[src/rtl/uart_rf_pkg.sv]
package uart_rf_pkg;
  localparam logic [2:0] OFS_DATA       = 3'd0;
  localparam logic [2:0] OFS_IEN        = 3'd1;
  localparam logic [2:0] OFS_IDENT      = 3'd2;
  localparam logic [2:0] OFS_LINE_CTL   = 3'd3;
  localparam logic [2:0] OFS_MODEM_CTL  = 3'd4;
  localparam logic [2:0] OFS_LINE_STAT  = 3'd5;

  localparam int IEN_RX_BIT   = 0;
  localparam int IEN_TX_BIT   = 1;
  localparam int LCTL_DIV_BIT = 7;

  localparam logic [7:0] ID_NONE = 8'h01;
  localparam logic [7:0] ID_TX   = 8'h02;
  localparam logic [7:0] ID_RX   = 8'h04;

  localparam logic [7:0] LSTAT_IDLE    = 8'h60;
  localparam logic [7:0] MCTL_MAGIC_WR = 8'h1A;
  localparam logic [7:0] MCTL_MAGIC_RD = 8'h9A;
endpackage

[src/rtl/uart_holdoff_timer.sv]
module uart_holdoff_timer #(
  parameter int HOLDOFF = 12
) (
  input  logic clk,
  input  logic rst_n,
  input  logic start,
  input  logic cancel,
  output logic fire
);
  localparam int CW = (HOLDOFF > 1) ? $clog2(HOLDOFF) : 1;

  logic          active_q, active_n;
  logic [CW-1:0] cnt_q, cnt_n;

  always_comb begin
    fire     = active_q && (cnt_q == '0);
    active_n = active_q;
    cnt_n    = cnt_q;
    if (start) begin
      active_n = 1'b1;
      cnt_n    = CW'(HOLDOFF - 1);
    end else if (cancel || fire) begin
      active_n = 1'b0;
    end else if (active_q) begin
      cnt_n = cnt_q - 1'b1;
    end
  end

  always_ff @(posedge clk or negedge rst_n) begin
    if (!rst_n) begin
      active_q <= 1'b0;
      cnt_q    <= '0;
    end else begin
      active_q <= active_n;
      cnt_q    <= cnt_n;
    end
  end

  generate
    if (HOLDOFF > 1) begin : g_delay_chk

      restart_delay_chk: assert property (@(posedge clk) disable iff (!rst_n)
        start |=> !fire);
    end
  endgenerate


  single_fire_chk: assert property (@(posedge clk) disable iff (!rst_n)
    (fire && !start) |=> !fire);
endmodule

[src/rtl/uart_rx_hold.sv]
module uart_rx_hold #(
  parameter int DW = 8
) (
  input  logic          clk,
  input  logic          rst_n,
  input  logic          in_valid,
  input  logic [DW-1:0] in_data,
  input  logic          pop,
  output logic          in_ready,
  output logic          full,
  output logic [DW-1:0] data
);
  logic          full_q, full_n, accept;
  logic [DW-1:0] data_q, data_n;

  always_comb begin
    in_ready = !full_q || pop;
    accept   = in_valid && in_ready;
    full_n   = accept ? 1'b1 : (pop ? 1'b0 : full_q);
    data_n   = accept ? in_data : data_q;
  end

  always_ff @(posedge clk or negedge rst_n) begin
    if (!rst_n) begin
      full_q <= 1'b0;
      data_q <= '0;
    end else begin
      full_q <= full_n;
      data_q <= data_n;
    end
  end

  assign full = full_q;
  assign data = data_q;


  hold_stable_chk: assert property (@(posedge clk) disable iff (!rst_n)
    (full_q && !pop) |=> (full_q && $stable(data_q)));
endmodule

[src/rtl/uart_irq_ctrl.sv]
module uart_irq_ctrl #(
  parameter int HOLDOFF = 12
) (
  input  logic clk,
  input  logic rst_n,
  input  logic ien_rx,
  input  logic ien_tx,
  input  logic rx_start,
  input  logic rx_cancel,
  input  logic rx_clr,
  input  logic tx_start,
  input  logic tx_cancel,
  input  logic tx_clr,
  input  logic tx_now,
  output logic rx_pend,
  output logic tx_pend,
  output logic tx_aged
);
  localparam int AW = $clog2(HOLDOFF + 1);

  logic          rx_fire, tx_fire, tx_post;
  logic          rx_pend_q, rx_pend_n, tx_pend_q, tx_pend_n;
  logic [AW-1:0] age_q, age_n;

  uart_holdoff_timer #(.HOLDOFF(HOLDOFF)) u_rx_tmr (
    .clk(clk), .rst_n(rst_n), .start(rx_start), .cancel(rx_cancel), .fire(rx_fire));

  uart_holdoff_timer #(.HOLDOFF(HOLDOFF)) u_tx_tmr (
    .clk(clk), .rst_n(rst_n), .start(tx_start), .cancel(tx_cancel), .fire(tx_fire));

  always_comb begin
    rx_pend_n = rx_pend_q;
    if (rx_fire && ien_rx) rx_pend_n = 1'b1;
    if (rx_clr)            rx_pend_n = 1'b0;

    tx_pend_n = tx_pend_q;
    if (tx_fire && ien_tx) tx_pend_n = 1'b1;
    if (tx_clr)            tx_pend_n = 1'b0;
    if (tx_now)            tx_pend_n = 1'b1;

    tx_post = (tx_fire && ien_tx) || tx_now;
    if (tx_post)                     age_n = '0;
    else if (age_q < AW'(HOLDOFF))   age_n = age_q + 1'b1;
    else                             age_n = age_q;
  end

  always_ff @(posedge clk or negedge rst_n) begin
    if (!rst_n) begin
      rx_pend_q <= 1'b0;
      tx_pend_q <= 1'b0;
      age_q     <= AW'(HOLDOFF);
    end else begin
      rx_pend_q <= rx_pend_n;
      tx_pend_q <= tx_pend_n;
      age_q     <= age_n;
    end
  end

  assign rx_pend = rx_pend_q;
  assign tx_pend = tx_pend_q;
  assign tx_aged = (age_q == AW'(HOLDOFF));


  rx_clear_chk: assert property (@(posedge clk) disable iff (!rst_n)
    rx_clr |=> !rx_pend_q);

  tx_cancel_chk: assert property (@(posedge clk) disable iff (!rst_n)
    (tx_cancel && !tx_now) |=> !tx_pend_q);

  rx_gate_chk: assert property (@(posedge clk) disable iff (!rst_n)
    $rose(rx_pend_q) |-> $past(ien_rx));
endmodule

[src/rtl/uart_regfront.sv]
module uart_regfront
  import uart_rf_pkg::*;
#(
  parameter int HOLDOFF = 12,
  parameter int DW      = 8
) (
  input  logic          clk,
  input  logic          rst_n,
  input  logic [2:0]    bus_addr,
  input  logic          bus_rd,
  input  logic          bus_wr,
  input  logic [DW-1:0] bus_wdata,
  output logic [DW-1:0] bus_rdata,
  input  logic          rx_valid,
  input  logic [DW-1:0] rx_data,
  output logic          rx_ready,
  output logic          tx_strobe,
  output logic [DW-1:0] tx_data,
  output logic          irq
);
  logic [DW-1:0] ien_q, ien_n, lcr_q, lcr_n, mcr_q, mcr_n, txd_q, txd_n;
  logic          txs_q, txs_n;
  logic          div_sel, data_rd, data_wr, ien_wr, ident_rd;
  logic          rx_full, rx_accept;
  logic [DW-1:0] rx_byte;
  logic          rx_start, rx_cancel, rx_clr, tx_start, tx_cancel, tx_clr, tx_now;
  logic          rx_pend, tx_pend, tx_aged;

  always_comb begin
    div_sel  = lcr_q[LCTL_DIV_BIT];
    data_rd  = bus_rd && (bus_addr == OFS_DATA) && !div_sel;
    data_wr  = bus_wr && (bus_addr == OFS_DATA) && !div_sel;
    ien_wr   = bus_wr && (bus_addr == OFS_IEN)  && !div_sel;
    ident_rd = bus_rd && (bus_addr == OFS_IDENT);
  end

  uart_rx_hold #(.DW(DW)) u_rx_hold (
    .clk(clk), .rst_n(rst_n), .in_valid(rx_valid), .in_data(rx_data),
    .pop(data_rd), .in_ready(rx_ready), .full(rx_full), .data(rx_byte));

  always_comb begin
    rx_accept = rx_valid && rx_ready;
    ien_n = ien_wr ? bus_wdata : ien_q;
    lcr_n = (bus_wr && bus_addr == OFS_LINE_CTL) ? bus_wdata : lcr_q;
    mcr_n = (bus_wr && bus_addr == OFS_MODEM_CTL && bus_wdata == MCTL_MAGIC_WR)
            ? MCTL_MAGIC_RD : mcr_q;
    txs_n = data_wr;
    txd_n = data_wr ? bus_wdata : txd_q;

    rx_start  = (rx_accept && ien_n[IEN_RX_BIT])
             || (ien_wr && bus_wdata[IEN_RX_BIT] && rx_full);
    rx_cancel = ien_wr && !(bus_wdata[IEN_RX_BIT] && rx_full);
    rx_clr    = data_rd || rx_cancel;
    tx_now    = ien_wr && bus_wdata[IEN_TX_BIT] && tx_aged;
    tx_start  = (data_wr && ien_q[IEN_TX_BIT])
             || (ien_wr && bus_wdata[IEN_TX_BIT] && !tx_aged);
    tx_cancel = ien_wr && !bus_wdata[IEN_TX_BIT];
    tx_clr    = data_wr || tx_cancel || (ident_rd && !rx_pend && tx_pend);
  end

  uart_irq_ctrl #(.HOLDOFF(HOLDOFF)) u_irq (
    .clk(clk), .rst_n(rst_n),
    .ien_rx(ien_n[IEN_RX_BIT]), .ien_tx(ien_n[IEN_TX_BIT]),
    .rx_start(rx_start), .rx_cancel(rx_cancel), .rx_clr(rx_clr),
    .tx_start(tx_start), .tx_cancel(tx_cancel), .tx_clr(tx_clr), .tx_now(tx_now),
    .rx_pend(rx_pend), .tx_pend(tx_pend), .tx_aged(tx_aged));

  always_ff @(posedge clk or negedge rst_n) begin
    if (!rst_n) begin
      ien_q <= '0;
      lcr_q <= '0;
      mcr_q <= '0;
      txs_q <= 1'b0;
      txd_q <= '0;
    end else begin
      ien_q <= ien_n;
      lcr_q <= lcr_n;
      mcr_q <= mcr_n;
      txs_q <= txs_n;
      txd_q <= txd_n;
    end
  end

  always_comb begin
    bus_rdata = '0;
    if (bus_rd) begin
      case (bus_addr)
        OFS_DATA:      bus_rdata = (div_sel || !rx_full) ? '0 : rx_byte;
        OFS_IEN:       bus_rdata = div_sel ? '0 : ien_q;
        OFS_IDENT:     bus_rdata = rx_pend ? ID_RX : (tx_pend ? ID_TX : ID_NONE);
        OFS_LINE_CTL:  bus_rdata = lcr_q;
        OFS_MODEM_CTL: bus_rdata = mcr_q;
        OFS_LINE_STAT: bus_rdata = LSTAT_IDLE | {{(DW-1){1'b0}}, rx_full};
        default:       bus_rdata = '0;
      endcase
    end
  end

  assign tx_strobe = txs_q;
  assign tx_data   = txd_q;
  assign irq       = rx_pend || tx_pend;


  tx_echo_chk: assert property (@(posedge clk) disable iff (!rst_n)
    data_wr |=> (tx_strobe && tx_data == $past(bus_wdata)));

  div_ien_chk: assert property (@(posedge clk) disable iff (!rst_n)
    (bus_wr && bus_addr == OFS_IEN && div_sel) |=> $stable(ien_q));
endmodule

[config.mk]
export PLATFORM = sky130hd
export DESIGN_NAME = uart_regfront
export DESIGN_NICKNAME = d
export VERILOG_FILES = /design/src/rtl/uart_rf_pkg.sv /design/src/rtl/uart_holdoff_timer.sv /design/src/rtl/uart_rx_hold.sv /design/src/rtl/uart_irq_ctrl.sv /design/src/rtl/uart_regfront.sv
export SDC_FILE = /design/constraint.sdc
export NUM_CORES = 1
export LEC_CHECK = 0
export BUFFER_PORTS_ARGS = -buffer_cell sky130_fd_sc_hd__buf_2
export CAP_MARGIN = 0
export CELL_PAD_IN_SITES_DETAIL_PLACEMENT = 0
export CELL_PAD_IN_SITES_GLOBAL_PLACEMENT = 2
export CORE_ASPECT_RATIO = 1.2
export CORE_UTILIZATION = 36
export CTS_CLUSTER_SIZE = 40
export DETAILED_ROUTE_END_ITERATION = 10
export MAX_ROUTING_LAYER = met4
export PLACE_DENSITY_LB_ADDON = 0.1
export REMOVE_ABC_BUFFERS = 1
export SKIP_LAST_GASP = 1
export SLEW_MARGIN = 20
export SYNTH_ARGS = -nofsm -noshare
export SYNTH_HDL_FRONTEND = slang
export SYNTH_SLANG_ARGS = --single-unit
[constraint.sdc]
create_clock -name clk -period 2.2 [get_ports clk]
set_input_delay 0.22 -clock clk [delete_from_list [all_inputs] [get_ports clk]]
set_output_delay 0.22 -clock clk [all_outputs]
set_load 0.01 [all_outputs]
### Word level (Yosys, flattened, before mapping)

Cells that the tools add are included.

| word-level totals | value |
|---|---|
| bits of input ports | 24 |
| output and inout port bits | 19 |
| logic and storage cells | 111 |
| register bits | 51 |

| operators by class | value |
|---|---|
| add/subtract/negate cells | 3 |
| order comparisons | 1 |
| reductions and logical operators | 57 |
| mux-type cells | 26 |
| eq/ne operators | 9 |

Operator list:

| operator | number |
|---|---|
| $pmux W8 S6 | 1 |
| $mux W4 | 8 |
| $logic_and A1 B1 Y1 | 27 |
| $mux W8 | 3 |
| $reduce_bool A2 Y1 | 7 |
| $logic_or A1 B1 Y1 | 11 |
| $mux W1 | 11 |
| $eq A8 B5 Y1 const B | 1 |
| $logic_not A4 Y1 | 2 |
| $sub A4 B1 Y4 const B | 2 |
| $eq A3 B2 Y1 const B | 2 |
| $eq A3 B3 Y1 const B | 2 |
| $logic_not A1 Y1 | 6 |
| $add A4 B1 Y4 const B | 1 |
| $eq A4 B4 Y1 const B | 1 |
| $lt A4 B4 Y1 const B | 1 |
| $mux W2 | 2 |
| $ne A2 B2 Y1 const B | 2 |
| $reduce_and A2 Y1 | 2 |
| $eq A3 B1 Y1 const B | 1 |
| $logic_not A3 Y1 | 1 |
| $mux W3 | 1 |
| $reduce_bool A3 Y1 | 1 |

### Logic depth before layout (Yosys ltp)

Gate-level depths: netlist of run 1.

| depth | value |
|---|---|
| depth in word-level cells | 9 |
| gate-level depth with buffers | 6 |
| gate-level depth less buffers | 6 |

### Hierarchy

Synthesis of run 1 repeated with hierarchy kept, for this count alone.

| unflattened totals | value |
|---|---|
| cells, all modules | 240 |
| area total of the unflattened synthesis | 2,716.4 sq um |

By module, submodules not included:

| module | area each (sq um) | cells each | seq. area each (sq um) | instances |
|---|---|---|---|---|
| uart_regfront | 1,512.7 | 137 | 650.6 | 1 |
| uart_holdoff_timer | 262.8 | 28 | 125.1 | 2 |
| uart_rx_hold | 385.4 | 20 | 225.2 | 1 |
| uart_irq_ctrl | 292.8 | 27 | 152.6 | 1 |

### Worst setup path after synthesis of run 1

OpenSTA, ideal clock, no wires.

| timing | value |
|---|---|
| path kind | register -> register |
| from | reg lcr_q[7] |
| to | reg ien_q[2] |
| path slack | 0.569 ns |
| path buffers | 1 |
| setup time | 0.125 ns |
| cell stages (with the launch flop) | 5 |
| arrival | 1.507 ns |
| required time | 2.075 ns |
| clock period less this slack | 1.631 ns |
| cell sequence | dfrtp_1 or3_1 buf_6 nor2_2 mux2_2 |

| on the way | value |
|---|---|
| word-level cells in the longest chain between the ends | 2 |

Ends and longest elaborated chain:

| item | RTL line | source |
|---|---|---|
| from (decl) | uart_regfront.sv:21 | `logic [DW-1:0] ien_q, ien_n, lcr_q, lcr_n, mcr_q, mcr_n, txd_q, txd_n;` |
| from (signal assigned) | uart_regfront.sv:77 | `lcr_q <= lcr_n;` |
| $logic_not A1 Y1 | uart_regfront.sv:33 | `ien_wr = bus_wr && (bus_addr == OFS_IEN) && !div_sel;` |
| $logic_and A1 B1 Y1 | uart_regfront.sv:33 |  |
| to (signal assigned) | uart_regfront.sv:76 | `ien_q <= ien_n;` |
| to (decl) | uart_regfront.sv:21 |  |

Every way passes these cells.
A chain may end at the register's enable or synchronous reset.

### Final worst setup path of run 1

| timing | value |
|---|---|
| from | reg lcr_q[7] |
| to | out bus_rdata[4] |

| on the way | value |
|---|---|
| word-level cells in the longest chain between the ends | 4 |
| elaborated cells on any way between the ends | 5 |
| classes of those cells | mux (4); reduce/logical (1) |

Ends and longest elaborated chain:

| item | RTL line | source |
|---|---|---|
| $logic_or A1 B1 Y1 | uart_regfront.sv:88 | `OFS_DATA: bus_rdata = (div_sel \|\| !rx_full) ? '0 : rx_byte;` |
| $mux W8 | uart_regfront.sv:88 |  |
| $pmux W8 S6 (*) | uart_regfront.sv:87 | `case (bus_addr)` |
| $mux W8 (*) | uart_regfront.sv:86 | `if (bus_rd) begin` |
| to (decl) | uart_regfront.sv:13 | `output logic [DW-1:0] bus_rdata,` |

Mark *: on every way between the ends. The rest lies on a longest branch, timed or not.

==> run_summary.xml, run 1 <==
<?xml version="1.0" encoding="UTF-8"?>
<metrics>
  <group name="status">
    <metric name="status" unit="">finished clean</metric>
  </group>
  <group name="power">
    <metric name="cell_internal_power" unit="mW">2.02</metric>
    <metric name="power.total" unit="mW">3.07</metric>
    <metric name="power.net_switching" unit="mW">1.05</metric>
    <metric name="switching_share" unit="%">34.2</metric>
    <metric name="p_clk_share" unit="%">19.0</metric>
    <metric name="p_per_area" unit="mW/mm^2">1020</metric>
    <metric name="static-leakage-power" unit="nW">1.38</metric>
    <metric name="share_seq_of_total_power" unit="%">49.5</metric>
    <metric name="power.ir.vdd_worst" unit="uV">442</metric>
    <metric name="combPwrFrac" unit="%">31.5</metric>
  </group>
  <group name="timing">
    <metric name="worstMarginPinSlew" unit="ps">566</metric>
    <metric name="setup_repair_after_global_routing_missed_its_margin" unit="">no</metric>
    <metric name="final-max-slew-violation-count" unit="">0</metric>
    <metric name="hold_violation_total_from_the_final_report" unit="">0</metric>
    <metric name="slew_headroom" unit="%">61.9</metric>
    <metric name="setup_violations" unit="">0</metric>
    <metric name="fin_crit_sh" unit="%">92.1</metric>
    <metric name="fin_crit" unit="ps">2030</metric>
    <metric name="setup_tns" unit="ps">0</metric>
    <metric name="timing.clock.skew" unit="ps">9.52</metric>
    <metric name="timing.fmax" unit="MHz">493</metric>
  </group>
  <group name="clocking">
    <metric name="cts-buffers-inserted" unit="">5</metric>
    <metric name="cts_tree" unit="">yes</metric>
    <metric name="clkSinkCount" unit="">51</metric>
    <metric name="clockRootBuffer" unit="">sky130_fd_sc_hd__clkbuf_8</metric>
    <metric name="cts.reportedPaths.clkPinSlew" unit="ps">100</metric>
    <metric name="cts.htree.levels" unit="">2</metric>
    <metric name="clock_insertion_delay_at_the_later_pin_of_the_skew_report" unit="ps">310</metric>
    <metric name="post-cts-setup-buffer-count" unit="">0</metric>
    <metric name="max_clock_buf_depth" unit="">2</metric>
  </group>
  <group name="grt">
    <metric name="gr-total-overflow" unit="">0</metric>
    <metric name="via_count_of_the_first_global_routing_pass" unit="">1876</metric>
    <metric name="number_of_antenna_violations_at_the_first_check_in_global_routing" unit="">0</metric>
    <metric name="wire_length_of_the_first_global_routing_pass" unit="um">9710</metric>
    <metric name="gr-usage-all-layers" unit="%">17.4</metric>
    <metric name="grt_start_max_net_pins" unit="">25</metric>
  </group>
  <group name="worst_setup_path">
    <metric name="cp.required" unit="ps">1980</metric>
    <metric name="type_of_element_launching_the_critical_path" unit="">flip-flop</metric>
    <metric name="critical_path_class" unit="">flip-flop to output port</metric>
    <metric name="worstPathMaxFanout" unit="">8</metric>
    <metric name="critical_path.endpoint_type" unit="">output port</metric>
    <metric name="arrival_time_at_the_worst_endpoint" unit="ps">1810</metric>
  </group>
  <group name="logic_synthesis">
    <metric name="yosys_register_bits" unit="">51</metric>
    <metric name="netlist.area_leader.share" unit="%">47.3</metric>
    <metric name="number_of_flops_mapped_to_enable_cells_by_yosys" unit="">0</metric>
    <metric name="yosysMostFrequentCell" unit="">sky130_fd_sc_hd__dfrtp_1</metric>
    <metric name="syn_area" unit="mm^2">0.00259</metric>
    <metric name="synth.top_cells.by_count" unit="">sky130_fd_sc_hd__dfrtp_1, sky130_fd_sc_hd__mux2_2, sky130_fd_sc_hd__nand2_1</metric>
    <metric name="synth_async_sr_flop_share" unit="%">100</metric>
    <metric name="cell_type_with_the_largest_total_area_after_synthesis" unit="">sky130_fd_sc_hd__dfrtp_1</metric>
    <metric name="yosys_warnings" unit="">0</metric>
    <metric name="syn-instance-count" unit="">238</metric>
    <metric name="ys_top_cells_by_area" unit="">sky130_fd_sc_hd__dfrtp_1, sky130_fd_sc_hd__mux2_2, sky130_fd_sc_hd__nand2_1, sky130_fd_sc_hd__dfstp_2, sky130_fd_sc_hd__o311ai_4</metric>
    <metric name="synth.avg_cell_area" unit="um^2">10.9</metric>
    <metric name="synth.yosys.seq_area_share" unit="%">49.4</metric>
    <metric name="ys.flop_type" unit="">sky130_fd_sc_hd__dfrtp_1</metric>
    <metric name="synth_cell_types" unit="">50</metric>
  </group>
  <group name="layout">
    <metric name="fill_cells" unit="">686</metric>
    <metric name="finish.instance_area" unit="mm^2">0.00301</metric>
    <metric name="total_inserted_antenna_cells" unit="">0</metric>
    <metric name="layout_cell_share_with_drive_strength_beyond_1" unit="%">34.7</metric>
    <metric name="area.growth.synth_to_final" unit="%">16.1</metric>
    <metric name="multi_input_area" unit="mm^2">0.00122</metric>
    <metric name="nNetsFinal" unit="">312</metric>
    <metric name="area_of_all_sequential_standard_cells" unit="mm^2">0.00128</metric>
  </group>
  <group name="drt">
    <metric name="drt_first_pass_iters" unit="">4</metric>
    <metric name="vias_per_cell" unit="">5.22</metric>
    <metric name="route.vias.total" unit="">1940</metric>
    <metric name="drt-initial-drc-count" unit="">84</metric>
    <metric name="residual_drc" unit="">0</metric>
    <metric name="route.detailed.wl_per_inst" unit="um">15.6</metric>
    <metric name="wl" unit="um">5810</metric>
    <metric name="final_antenna_net_count" unit="">0</metric>
  </group>
  <group name="placed_design">
    <metric name="placed_area" unit="mm^2">0.00290</metric>
    <metric name="io_buffers" unit="">42</metric>
    <metric name="gp_congestion" unit="">0.798</metric>
    <metric name="place_hpwl" unit="um">4390</metric>
  </group>
  <group name="job">
    <metric name="timing.max_cap.violations" unit="">0</metric>
  </group>
  <group name="die">
    <metric name="floorplan.die_area" unit="mm^2">0.00754</metric>
    <metric name="die_h" unit="um">94.9</metric>
    <metric name="io_pins" unit="">43</metric>
    <metric name="placeable_core_region" unit="mm^2">0.00690</metric>
    <metric name="cell_rows" unit="">33</metric>
    <metric name="die_w" unit="um">79.4</metric>
    <metric name="effective_utilization_at_floorplan" unit="%">37.6</metric>
  </group>
  <group name="min_path">
    <metric name="hp-class" unit="">input pin to flip-flop</metric>
  </group>
</metrics>
## per-layer routing
layer  share of wire (%)  up-vias  global-route usage [%]
li1                    -      940                       -
met1                  50      950                    23.7
met2                  45       43                    25.9
met3                 3.5        7                    3.09
met4                 1.4        0                    5.91
met5                   0        -                       -
## flip-flops by register name (all words and copies together) (netlist names), 4 cells and up
name                  flops
u_irq.u_tx_tmr.cnt_q      4
u_irq.age_q               4
tx_data                   8
lcr_q                     8
ien_q                     8
u_irq.u_rx_tmr.cnt_q      4
u_rx_hold.data            8
## final cells by class
cell class,count,share of cell area [%]
Multi-Input combinational cell,166,40.6
Sequential cell,51,42.5
Clock inverter,3,0.874
Tap cell,87,3.62
Clock buffer,5,2.29
Timing Repair Buffer,48,8.57
Inverter,12,1.50
## power by group through the flow
stage	registers [mW]	logic [mW]	clock network, mW
global route	1.57	1.11	0.642
detailed placement	1.54	0.980	0
floorplan	1.49	0.708	0
global placement	1.54	0.967	0
finish	1.52	0.966	0.584
CTS	1.52	0.985	0.615
## placed cells by master (no fill, tap or decap), types with 3 or more instances in the layout
cell | Yosys | routed
sky130_fd_sc_hd__inv_1 | 12 | 12
sky130_fd_sc_hd__o211ai_1 | 4 | 4
sky130_fd_sc_hd__nor3_1 | 6 | 6
sky130_fd_sc_hd__ha_1 | 4 | 4
sky130_fd_sc_hd__or3_1 | 4 | 4
sky130_fd_sc_hd__a21oi_1 | 10 | 10
sky130_fd_sc_hd__o21ai_0 | 8 | 8
sky130_fd_sc_hd__dfrtp_1 | 49 | 49
sky130_fd_sc_hd__mux2_2 | 30 | 30
sky130_fd_sc_hd__a31oi_1 | 3 | 3
sky130_fd_sc_hd__xnor2_1 | 5 | 5
sky130_fd_sc_hd__nor2_1 | 7 | 7
sky130_fd_sc_hd__clkbuf_8 | 0 | 5
sky130_fd_sc_hd__nand3_1 | 9 | 9
sky130_fd_sc_hd__buf_4 | 0 | 5
sky130_fd_sc_hd__nand2_1 | 28 | 28
sky130_fd_sc_hd__buf_2 | 4 | 42
sky130_fd_sc_hd__and2_1 | 4 | 4
sky130_fd_sc_hd__a31o_2 | 3 | 3
sky130_fd_sc_hd__nand2b_1 | 4 | 4
## worst max-delay path, cell delays in order (launching register included)
cell                      delay, ps
sky130_fd_sc_hd__dfrtp_1        440
sky130_fd_sc_hd__nor3_1         270
sky130_fd_sc_hd__and3_2         320
sky130_fd_sc_hd__nand2_1         80
sky130_fd_sc_hd__a41oi_1        220
sky130_fd_sc_hd__buf_2          160
## worst paths after layout
path / end / slack, ps / startpoint / cells after the start
worst max register to register: ien_q[5]$_DFFE_PN0N_ / 290 / lcr_q[7]$_DFFE_PN0P_ / 3
min in group asynchronous: u_rx_hold.data[1]$_DFFE_PN0P_ / 290 / rst_n / 2
worst min register to register: mcr_q[1]$_DFFE_PN0P_ / 490 / mcr_q[1]$_DFFE_PN0P_ / 1
max in group asynchronous: lcr_q[2]$_DFFE_PN0P_ / 1310 / rst_n / 3
worst min-delay path: u_rx_hold.data[3]$_DFFE_PN0P_ / 130 / rx_data[3] / 2
worst max-delay path: bus_rdata[4] / 170 / lcr_q[7]$_DFFE_PN0P_ / 5
## metrics by stage
step                      setup WS [ps]  utilization [%]  hold WS, ps  instances
after CTS                          56.0             43.6          116        372
after global placement              288             42.1          101        363
after floorplan                     210                -        -75.6        229
final                               173             43.6          130        372
after global routing              0.109             43.6          120        372
after detailed placement            282             42.1          101        363
## timing repair
| item | in CTS | in global routing |
|---|---|---|
| gates resized for setup | 0 | 1 |
| hold endpoints to repair | 9 | 0 |
| setup endpoints to repair | 0 | 5 |
| hold buffers | 1 | 0 |
## cells by family after synthesis
kind of cell / after synthesis / share of synthesized area, %
simple gates: 80 / 16.1
flops: 51 / 49.4
compound gates: 47 / 14.3
mux: 30 / 13.0
buf+inv: 21 / 3.53
xor+xnor: 5 / 1.69
fa+ha+maj: 4 / 1.93
(Power assumes the default switching activity.)
==> inputs of run 2 (changes only) <==
--- a/config.mk
+++ b/config.mk
@@ -10,7 +10,7 @@
 export CELL_PAD_IN_SITES_DETAIL_PLACEMENT = 0
 export CELL_PAD_IN_SITES_GLOBAL_PLACEMENT = 2
 export CORE_ASPECT_RATIO = 1.2
-export CORE_UTILIZATION = 36
+export CORE_UTILIZATION = 32
 export CTS_CLUSTER_SIZE = 40
 export DETAILED_ROUTE_END_ITERATION = 10
 export MAX_ROUTING_LAYER = met4
==> constraint.sdc (replaced) <==
create_clock -name clk -period 1.7 [get_ports clk]
set_input_delay 0.17 -clock clk [delete_from_list [all_inputs] [get_ports clk]]
set_output_delay 0.17 -clock clk [all_outputs]
set_load 0.01 [all_outputs]
==> run 2 against run 1 <==
- the flow now finishes with violations (setup timing)
- largest power group unchanged
- die area increased by 12%
- via count increased by 4.5%
- clock skew decreased by 3.7 ps
- total power increased by 39%
- wire length increased by 13%
- global-route usage decreased by 0.66 points
- clock-buffer cell count increased by 1
- critical endpoint is now bus_rdata[6]
- clock power increased by 54%
- cell count increased by 6.7%
- highest routed layer unchanged
- sequential cell count unchanged
==> run_summary.xml, run 2 (same netlist as run 1, synthesis figures left out) <==
<?xml version="1.0" encoding="UTF-8"?>
<metrics>
  <group name="status">
    <metric name="status" unit="">finished, violations left</metric>
    <metric name="violations_in_the_final_reports" unit="">setup timing</metric>
  </group>
  <group name="placed_design">
    <metric name="io_buffers" unit="">42</metric>
    <metric name="place_hpwl" unit="um">4780</metric>
    <metric name="dp_cells" unit="">382</metric>
    <metric name="gp_congestion" unit="">0.780</metric>
    <metric name="pre_cts_slack" unit="ps">40.4</metric>
  </group>
  <group name="die">
    <metric name="cell_rows" unit="">35</metric>
    <metric name="floorplan.die_area" unit="mm^2">0.00846</metric>
    <metric name="io_pins" unit="">43</metric>
    <metric name="placeable_core_region" unit="mm^2">0.00775</metric>
    <metric name="die_w" unit="um">84.1</metric>
    <metric name="effective_utilization_at_floorplan" unit="%">33.4</metric>
    <metric name="die_h" unit="um">101</metric>
  </group>
  <group name="drt">
    <metric name="final_antenna_net_count" unit="">0</metric>
    <metric name="residual_drc" unit="">0</metric>
    <metric name="wl" unit="um">6560</metric>
    <metric name="route.detailed.wl_per_inst" unit="um">16.5</metric>
    <metric name="drt-initial-drc-count" unit="">50</metric>
    <metric name="vias_per_cell" unit="">5.11</metric>
    <metric name="drt_first_pass_iters" unit="">4</metric>
    <metric name="route.vias.total" unit="">2027</metric>
  </group>
  <group name="power">
    <metric name="power.ir.vdd_worst" unit="uV">425</metric>
    <metric name="combPwrFrac" unit="%">32.3</metric>
    <metric name="switching_share" unit="%">32.3</metric>
    <metric name="share_seq_of_total_power" unit="%">46.5</metric>
    <metric name="power.net_switching" unit="mW">1.38</metric>
    <metric name="p_clk_share" unit="%">21.2</metric>
    <metric name="cell_internal_power" unit="mW">2.88</metric>
    <metric name="static-leakage-power" unit="nW">1.53</metric>
    <metric name="p_per_area" unit="mW/mm^2">1280</metric>
  </group>
  <group name="worst_setup_path">
    <metric name="type_of_element_launching_the_critical_path" unit="">flip-flop</metric>
    <metric name="critical_path_class" unit="">flip-flop to output port</metric>
    <metric name="critical_path.endpoint_type" unit="">output port</metric>
    <metric name="cp-endpoint" unit="">bus_rdata[6]</metric>
    <metric name="cp.required" unit="ps">1530</metric>
    <metric name="r2r_cells" unit="">6</metric>
    <metric name="ff2ff_setup_slack" unit="ps">0</metric>
    <metric name="worstPathMaxFanout" unit="">7</metric>
    <metric name="r2r_start" unit="">lcr_q[7]$_DFFE_PN0P_</metric>
    <metric name="arrival_time_at_the_worst_endpoint" unit="ps">1630</metric>
    <metric name="critPathLaunch" unit="">lcr_q[7]$_DFFE_PN0P_</metric>
    <metric name="crit-reg2reg-capture" unit="">u_rx_hold.data[2]$_DFFE_PN0P_</metric>
  </group>
  <group name="min_path">
    <metric name="hp-class" unit="">input pin to flip-flop</metric>
    <metric name="hold_path_startpoint" unit="">rx_data[3]</metric>
  </group>
  <group name="layout">
    <metric name="multi_input_area" unit="mm^2">0.00129</metric>
    <metric name="total_inserted_antenna_cells" unit="">0</metric>
    <metric name="fill_cells" unit="">779</metric>
    <metric name="nNetsFinal" unit="">332</metric>
    <metric name="area.growth.synth_to_final" unit="%">28.4</metric>
    <metric name="final_cell_mix" unit="">sky130_fd_sc_hd__dfrtp_1, sky130_fd_sc_hd__buf_2, sky130_fd_sc_hd__nand2_1, sky130_fd_sc_hd__mux2_2, sky130_fd_sc_hd__buf_4</metric>
    <metric name="instances_no_fill" unit="">397</metric>
    <metric name="layout_cell_share_with_drive_strength_beyond_1" unit="%">41.3</metric>
    <metric name="utilization" unit="%">42.9</metric>
    <metric name="layout.cells.most_common" unit="">sky130_fd_sc_hd__dfrtp_1</metric>
    <metric name="area_of_all_sequential_standard_cells" unit="mm^2">0.00128</metric>
  </group>
  <group name="grt">
    <metric name="number_of_antenna_violations_at_the_first_check_in_global_routing" unit="">0</metric>
    <metric name="wire_length_of_the_first_global_routing_pass" unit="um">10600</metric>
    <metric name="gr-total-overflow" unit="">0</metric>
    <metric name="gr-usage-all-layers" unit="%">16.7</metric>
    <metric name="via_count_of_the_first_global_routing_pass" unit="">2072</metric>
    <metric name="grt_start_max_net_pins" unit="">31</metric>
  </group>
  <group name="clocking">
    <metric name="max_clock_buf_depth" unit="">2</metric>
    <metric name="clockRootBuffer" unit="">sky130_fd_sc_hd__clkbuf_8</metric>
    <metric name="cts.htree.levels" unit="">2</metric>
    <metric name="cts.reportedPaths.clkPinSlew" unit="ps">100</metric>
    <metric name="clock_insertion_delay_at_the_later_pin_of_the_skew_report" unit="ps">310</metric>
    <metric name="cts-buffers-inserted" unit="">5</metric>
    <metric name="clkSinkCount" unit="">51</metric>
    <metric name="cts_tree" unit="">yes</metric>
  </group>
  <group name="timing">
    <metric name="setup_repair_after_global_routing_missed_its_margin" unit="">yes</metric>
    <metric name="hold_violation_total_from_the_final_report" unit="">0</metric>
    <metric name="setup_violations" unit="">16</metric>
    <metric name="slew_headroom" unit="%">71.3</metric>
    <metric name="worstMarginPinSlew" unit="ps">429</metric>
    <metric name="final.setup.worst_slack" unit="ps">-97.7</metric>
    <metric name="setup_tns" unit="ps">-481</metric>
    <metric name="final-max-slew-violation-count" unit="">0</metric>
    <metric name="fin_crit" unit="ps">1800</metric>
    <metric name="fin_crit_sh" unit="%">106</metric>
    <metric name="timing.clock.skew" unit="ps">5.79</metric>
    <metric name="timing.fmax" unit="MHz">556</metric>
  </group>
  <group name="job">
    <metric name="timing.max_cap.violations" unit="">0</metric>
  </group>
</metrics>
-- run 2: cell types whose count changed in the layout (fill, tap and decap cells not counted), moves of 2 or more --
cell,previous run,this run
sky130_fd_sc_hd__buf_4,5,18
sky130_fd_sc_hd__mux2_2,30,22
sky130_fd_sc_hd__mux2_4,0,8
sky130_fd_sc_hd__buf_12,0,3
sky130_fd_sc_hd__buf_6,0,3
sky130_fd_sc_hd__a41oi_1,2,0
sky130_fd_sc_hd__a41oi_2,0,2
sky130_fd_sc_hd__and3_4,0,2
sky130_fd_sc_hd__inv_6,2,0
-- run 2: power by group through the flow --
| stage | Clock, mW | Sequential [mW] | Combinational, mW |
|---|---|---|---|
| finish | 0.902 | 1.98 | 1.38 |
| global route | 0.981 | 2.04 | 1.55 |
| CTS | 0.935 | 1.97 | 1.34 |
| detailed placement | 0 | 1.99 | 1.32 |
| global placement | 0 | 2.00 | 1.30 |
| floorplan | 0 | 1.93 | 0.916 |
-- run 2: layout make-up --
cell class                      count  share of cell area [%]
Multi-Input combinational cell    166                    38.9
Sequential cell                    51                    38.5
Timing Repair Buffer               68                    14.3
Tap cell                           92                    3.46
Clock buffer                        6                    2.48
Inverter                           12                    1.35
Clock inverter                      2                    1.05
-- run 2: routing by layer --
metal / track usage, % / up-vias / share of wire (%)
li1: - / 984 / -
met1: 19.7 / 999 / 44
met2: 28.7 / 32 / 51
met3: 2.87 / 12 / 2.3
met4: 6.37 / 0 / 2.6
met5: - / - / 0
-- run 2: through the flow --
stage	cell area [um^2]	power (mW)	hold slack, ps
2_1_floorplan	2540	2.85	-126
3_3_place_gp	3040	3.29	179
4_1_cts	3220	4.25	77.7
6_report	3330	4.26	86.4
3_5_place_dp	3040	3.31	182
5_1_grt	3330	4.58	70.5
-- run 2: critical path, cell delays in order (launching register included) --
cell and delay [ps]:
sky130_fd_sc_hd__dfrtp_1 430, sky130_fd_sc_hd__nor3_2 150, sky130_fd_sc_hd__and3_4 270, sky130_fd_sc_hd__buf_6 110, sky130_fd_sc_hd__nand2_1 40, sky130_fd_sc_hd__a21oi_1 150
sky130_fd_sc_hd__buf_2 160
-- run 2: timing repair --
action                                  4_1_cts  5_1_grt
setup buffers                                 3        2
pin swaps                                     4        5
endpoints found under the setup margin        9       38
hold buffers                                  1        0
resized for setup                             9       13
endpoints found under the hold margin        49        0
cloned                                        0        1
-- run 2: worst min path at each step --
stage               slack [ps]  cells after the start                             endpoint
CTS                         80                      2        u_rx_hold.data[3]$_DFFE_PN0P_
global placement           180                      2  u_irq.u_tx_tmr.cnt_q[2]$_DFFE_PN0P_
finish                      90                      2        u_rx_hold.data[3]$_DFFE_PN0P_
detailed placement         180                      2  u_irq.u_tx_tmr.cnt_q[2]$_DFFE_PN0P_
global route                70                      2        u_rx_hold.data[6]$_DFFE_PN0P_
floorplan                 -130                      0                   ien_q[0]$_DFF_PN0_
==> inputs of run 3 (changes only) <==
--- a/config.mk
+++ b/config.mk
@@ -8,9 +8,9 @@
 export BUFFER_PORTS_ARGS = -buffer_cell sky130_fd_sc_hd__buf_2
 export CAP_MARGIN = 0
 export CELL_PAD_IN_SITES_DETAIL_PLACEMENT = 0
-export CELL_PAD_IN_SITES_GLOBAL_PLACEMENT = 2
+export CELL_PAD_IN_SITES_GLOBAL_PLACEMENT = 1
 export CORE_ASPECT_RATIO = 1.2
-export CORE_UTILIZATION = 32
+export CORE_UTILIZATION = 40
 export CTS_CLUSTER_SIZE = 40
 export DETAILED_ROUTE_END_ITERATION = 10
 export MAX_ROUTING_LAYER = met4
==> run 3 against run 2 <==
- core utilization rose by 9.4 points
- the flow still finishes with violations (setup timing)
- via count fell by 0.84%
- largest cell class is now sequential cells
- critical path depth fell by 1
- clock skew fell by 1.8 ps
- wire length fell by 10%
==> run_summary.xml, run 3 (same netlist as run 1, synthesis figures left out) <==
<?xml version="1.0" encoding="UTF-8"?>
<metrics>
  <group name="clocking">
    <metric name="cts-buffers-inserted" unit="">5</metric>
    <metric name="clkSinkCount" unit="">51</metric>
    <metric name="max_clock_buf_depth" unit="">2</metric>
    <metric name="clock_insertion_delay_at_the_later_pin_of_the_skew_report" unit="ps">300</metric>
    <metric name="cts_tree" unit="">yes</metric>
    <metric name="cts.reportedPaths.clkPinSlew" unit="ps">90</metric>
    <metric name="clockRootBuffer" unit="">sky130_fd_sc_hd__clkbuf_8</metric>
    <metric name="cts.htree.levels" unit="">2</metric>
  </group>
  <group name="layout">
    <metric name="multi_input_area" unit="mm^2">0.00126</metric>
    <metric name="nNetsFinal" unit="">326</metric>
    <metric name="layout_cell_share_with_drive_strength_beyond_1" unit="%">39.9</metric>
    <metric name="final_cell_mix" unit="">sky130_fd_sc_hd__dfrtp_1, sky130_fd_sc_hd__buf_2, sky130_fd_sc_hd__mux2_2, sky130_fd_sc_hd__nand2_1, sky130_fd_sc_hd__buf_4</metric>
    <metric name="layout.cells.most_common" unit="">sky130_fd_sc_hd__dfrtp_1</metric>
    <metric name="area_of_all_sequential_standard_cells" unit="mm^2">0.00128</metric>
    <metric name="instances_no_fill" unit="">380</metric>
    <metric name="total_inserted_antenna_cells" unit="">0</metric>
    <metric name="fill_cells" unit="">607</metric>
    <metric name="area.growth.synth_to_final" unit="%">23.7</metric>
  </group>
  <group name="worst_setup_path">
    <metric name="r2r_start" unit="">lcr_q[7]$_DFFE_PN0P_</metric>
    <metric name="critPathLaunch" unit="">lcr_q[7]$_DFFE_PN0P_</metric>
    <metric name="type_of_element_launching_the_critical_path" unit="">flip-flop</metric>
    <metric name="ff2ff_setup_slack" unit="ps">70</metric>
    <metric name="crit-reg2reg-capture" unit="">u_irq.u_rx_tmr.cnt_q[2]$_DFFE_PN0P_</metric>
    <metric name="critical_path.endpoint_type" unit="">output port</metric>
    <metric name="critical_path_class" unit="">flip-flop to output port</metric>
    <metric name="cp.required" unit="ps">1530</metric>
    <metric name="arrival_time_at_the_worst_endpoint" unit="ps">1650</metric>
    <metric name="worstPathMaxFanout" unit="">8</metric>
    <metric name="r2r_cells" unit="">6</metric>
  </group>
  <group name="drt">
    <metric name="drt_first_pass_iters" unit="">4</metric>
    <metric name="residual_drc" unit="">0</metric>
    <metric name="vias_per_cell" unit="">5.29</metric>
    <metric name="drt-initial-drc-count" unit="">48</metric>
    <metric name="route.detailed.wl_per_inst" unit="um">15.5</metric>
    <metric name="final_antenna_net_count" unit="">0</metric>
    <metric name="route.vias.total" unit="">2010</metric>
    <metric name="wl" unit="um">5900</metric>
  </group>
  <group name="timing">
    <metric name="timing.clock.skew" unit="ps">3.97</metric>
    <metric name="final.setup.worst_slack" unit="ps">-115</metric>
    <metric name="worstMarginPinSlew" unit="ps">360</metric>
    <metric name="fin_crit" unit="ps">1820</metric>
    <metric name="setup_repair_after_global_routing_missed_its_margin" unit="">yes</metric>
    <metric name="hold_violation_total_from_the_final_report" unit="">0</metric>
    <metric name="setup_violations" unit="">8</metric>
    <metric name="timing.fmax" unit="MHz">551</metric>
    <metric name="fin_crit_sh" unit="%">107</metric>
    <metric name="final-max-slew-violation-count" unit="">0</metric>
    <metric name="slew_headroom" unit="%">76.0</metric>
  </group>
  <group name="grt">
    <metric name="number_of_antenna_violations_at_the_first_check_in_global_routing" unit="">0</metric>
    <metric name="via_count_of_the_first_global_routing_pass" unit="">2020</metric>
    <metric name="gr-total-overflow" unit="">0</metric>
    <metric name="grtUsageMet1" unit="%">24.3</metric>
    <metric name="gr-usage-all-layers" unit="%">19.3</metric>
    <metric name="grt_start_max_net_pins" unit="">52</metric>
    <metric name="global_route.peak_usage_layer" unit="">met2</metric>
    <metric name="met3_usage" unit="%">3.14</metric>
    <metric name="grt.met2_usage" unit="%">31.2</metric>
    <metric name="wire_length_of_the_first_global_routing_pass" unit="um">9720</metric>
  </group>
  <group name="placed_design">
    <metric name="gp_congestion" unit="">0.822</metric>
    <metric name="pre_cts_slack" unit="ps">1.87</metric>
    <metric name="place_hpwl" unit="um">4270</metric>
    <metric name="io_buffers" unit="">42</metric>
    <metric name="dp_cells" unit="">366</metric>
  </group>
  <group name="power">
    <metric name="cell_internal_power" unit="mW">2.80</metric>
    <metric name="static-leakage-power" unit="nW">1.47</metric>
    <metric name="power.ir.vdd_worst" unit="uV">541</metric>
    <metric name="power.total" unit="mW">4.13</metric>
    <metric name="p_per_area" unit="mW/mm^2">1290</metric>
    <metric name="power.net_switching" unit="mW">1.34</metric>
    <metric name="p_clk_share" unit="%">20.2</metric>
    <metric name="combPwrFrac" unit="%">32.3</metric>
    <metric name="switching_share" unit="%">32.3</metric>
    <metric name="share_seq_of_total_power" unit="%">47.5</metric>
  </group>
  <group name="die">
    <metric name="die_w" unit="um">75.5</metric>
    <metric name="placeable_core_region" unit="mm^2">0.00613</metric>
    <metric name="cell_rows" unit="">31</metric>
    <metric name="die_h" unit="um">90.1</metric>
    <metric name="effective_utilization_at_floorplan" unit="%">42.3</metric>
    <metric name="floorplan.die_area" unit="mm^2">0.00680</metric>
    <metric name="io_pins" unit="">43</metric>
  </group>
  <group name="min_path">
    <metric name="hold_depth" unit="">2</metric>
    <metric name="worstHoldEndpoint" unit="">u_rx_hold.data[6]$_DFFE_PN0P_</metric>
    <metric name="hp-class" unit="">input pin to flip-flop</metric>
    <metric name="hold_path_startpoint" unit="">rx_data[6]</metric>
  </group>
  <group name="job">
    <metric name="timing.max_cap.violations" unit="">0</metric>
  </group>
  <group name="status">
    <metric name="violations_in_the_final_reports" unit="">setup timing</metric>
    <metric name="status" unit="">finished, violations left</metric>
  </group>
</metrics>
==> run 3: changes by cell type in the layout (fill, tap and decap cells not counted), moves of 2 or more <==
cell / previous run / this run
sky130_fd_sc_hd__a41oi_1: 0 / 2
sky130_fd_sc_hd__a41oi_2: 2 / 0
sky130_fd_sc_hd__buf_4: 18 / 13
sky130_fd_sc_hd__buf_6: 3 / 5
sky130_fd_sc_hd__mux2_2: 22 / 30
sky130_fd_sc_hd__mux2_4: 8 / 0
==> run 3: stage by stage <==
stage / area, um^2 / hold WS, ps / setup TNS (ps) / utilization [%]
final: 3200 / 92.1 / -548 / 52.3
after global routing: 3200 / 86.9 / -1550 / 52.3
after CTS: 3150 / 85.6 / -562 / 51.4
after detailed placement: 2980 / 191 / 0 / 48.6
after global placement: 2980 / 188 / 0 / 48.6
after floorplan: 2540 / -126 / -3920 / -
==> run 3: routing by layer <==
layer / vias to the layer above / part of all wire [%] / routed length [um]
met1: 1006 / 44 / 2600
li1: 967 / - / -
met5: - / 0 / 0
met3: 9 / 2.2 / 128
met2: 28 / 52 / 3060
met4: 0 / 1.8 / 106
==> run 3: power groups by stage <==
| stage | clock (mW) | sequential [mW] | combinational, mW |
|---|---|---|---|
| 4_1_cts | 0.867 | 1.96 | 1.33 |
| 5_1_grt | 0.896 | 2.02 | 1.51 |
| 3_3_place_gp | 0 | 1.97 | 1.28 |
| 2_1_floorplan | 0 | 1.93 | 0.916 |
| 3_5_place_dp | 0 | 1.98 | 1.30 |
| 6_report | 0.833 | 1.96 | 1.34 |
==> run 3: worst max-delay path by stage <==
stage	end	slack, ps
3_3_place_gp	bus_rdata[4]	40
2_1_floorplan	tx_data[0]$_DFFE_PN0N_	-260
6_report	bus_rdata[4]	-120
5_1_grt	bus_rdata[4]	-210
4_1_cts	bus_rdata[7]	-110
3_5_place_dp	u_irq.u_rx_tmr.cnt_q[1]$_DFFE_PN0P_	2
==> run 3: cell type report <==
type | count | share of cell area [%]
clock buffers | 5 | 2.15
clock inverters | 2 | 1.17
inverters | 12 | 1.41
multi-input cells | 166 | 39.4
flip-flops and latches | 51 | 39.9
well taps | 82 | 3.20
repair buffers | 62 | 12.8
==> run 3: timing repair <==
| item | in CTS | in global routing |
|---|---|---|
| endpoints found under the setup margin | 10 | 35 |
| hold buffers | 1 | 0 |
| gates resized for setup | 10 | 8 |
| buffers inserted | 3 | 3 |
| hold endpoints to repair | 49 | 0 |
| pin swaps | 6 | 3 |
==> run 3: worst max-delay path, stage by stage (launching register included) <==
cell                      delay (ps)
sky130_fd_sc_hd__dfrtp_1         420
sky130_fd_sc_hd__nor3_2          150
sky130_fd_sc_hd__and3_4          270
sky130_fd_sc_hd__nand2_1         110
sky130_fd_sc_hd__a41oi_1         230
sky130_fd_sc_hd__buf_2           160
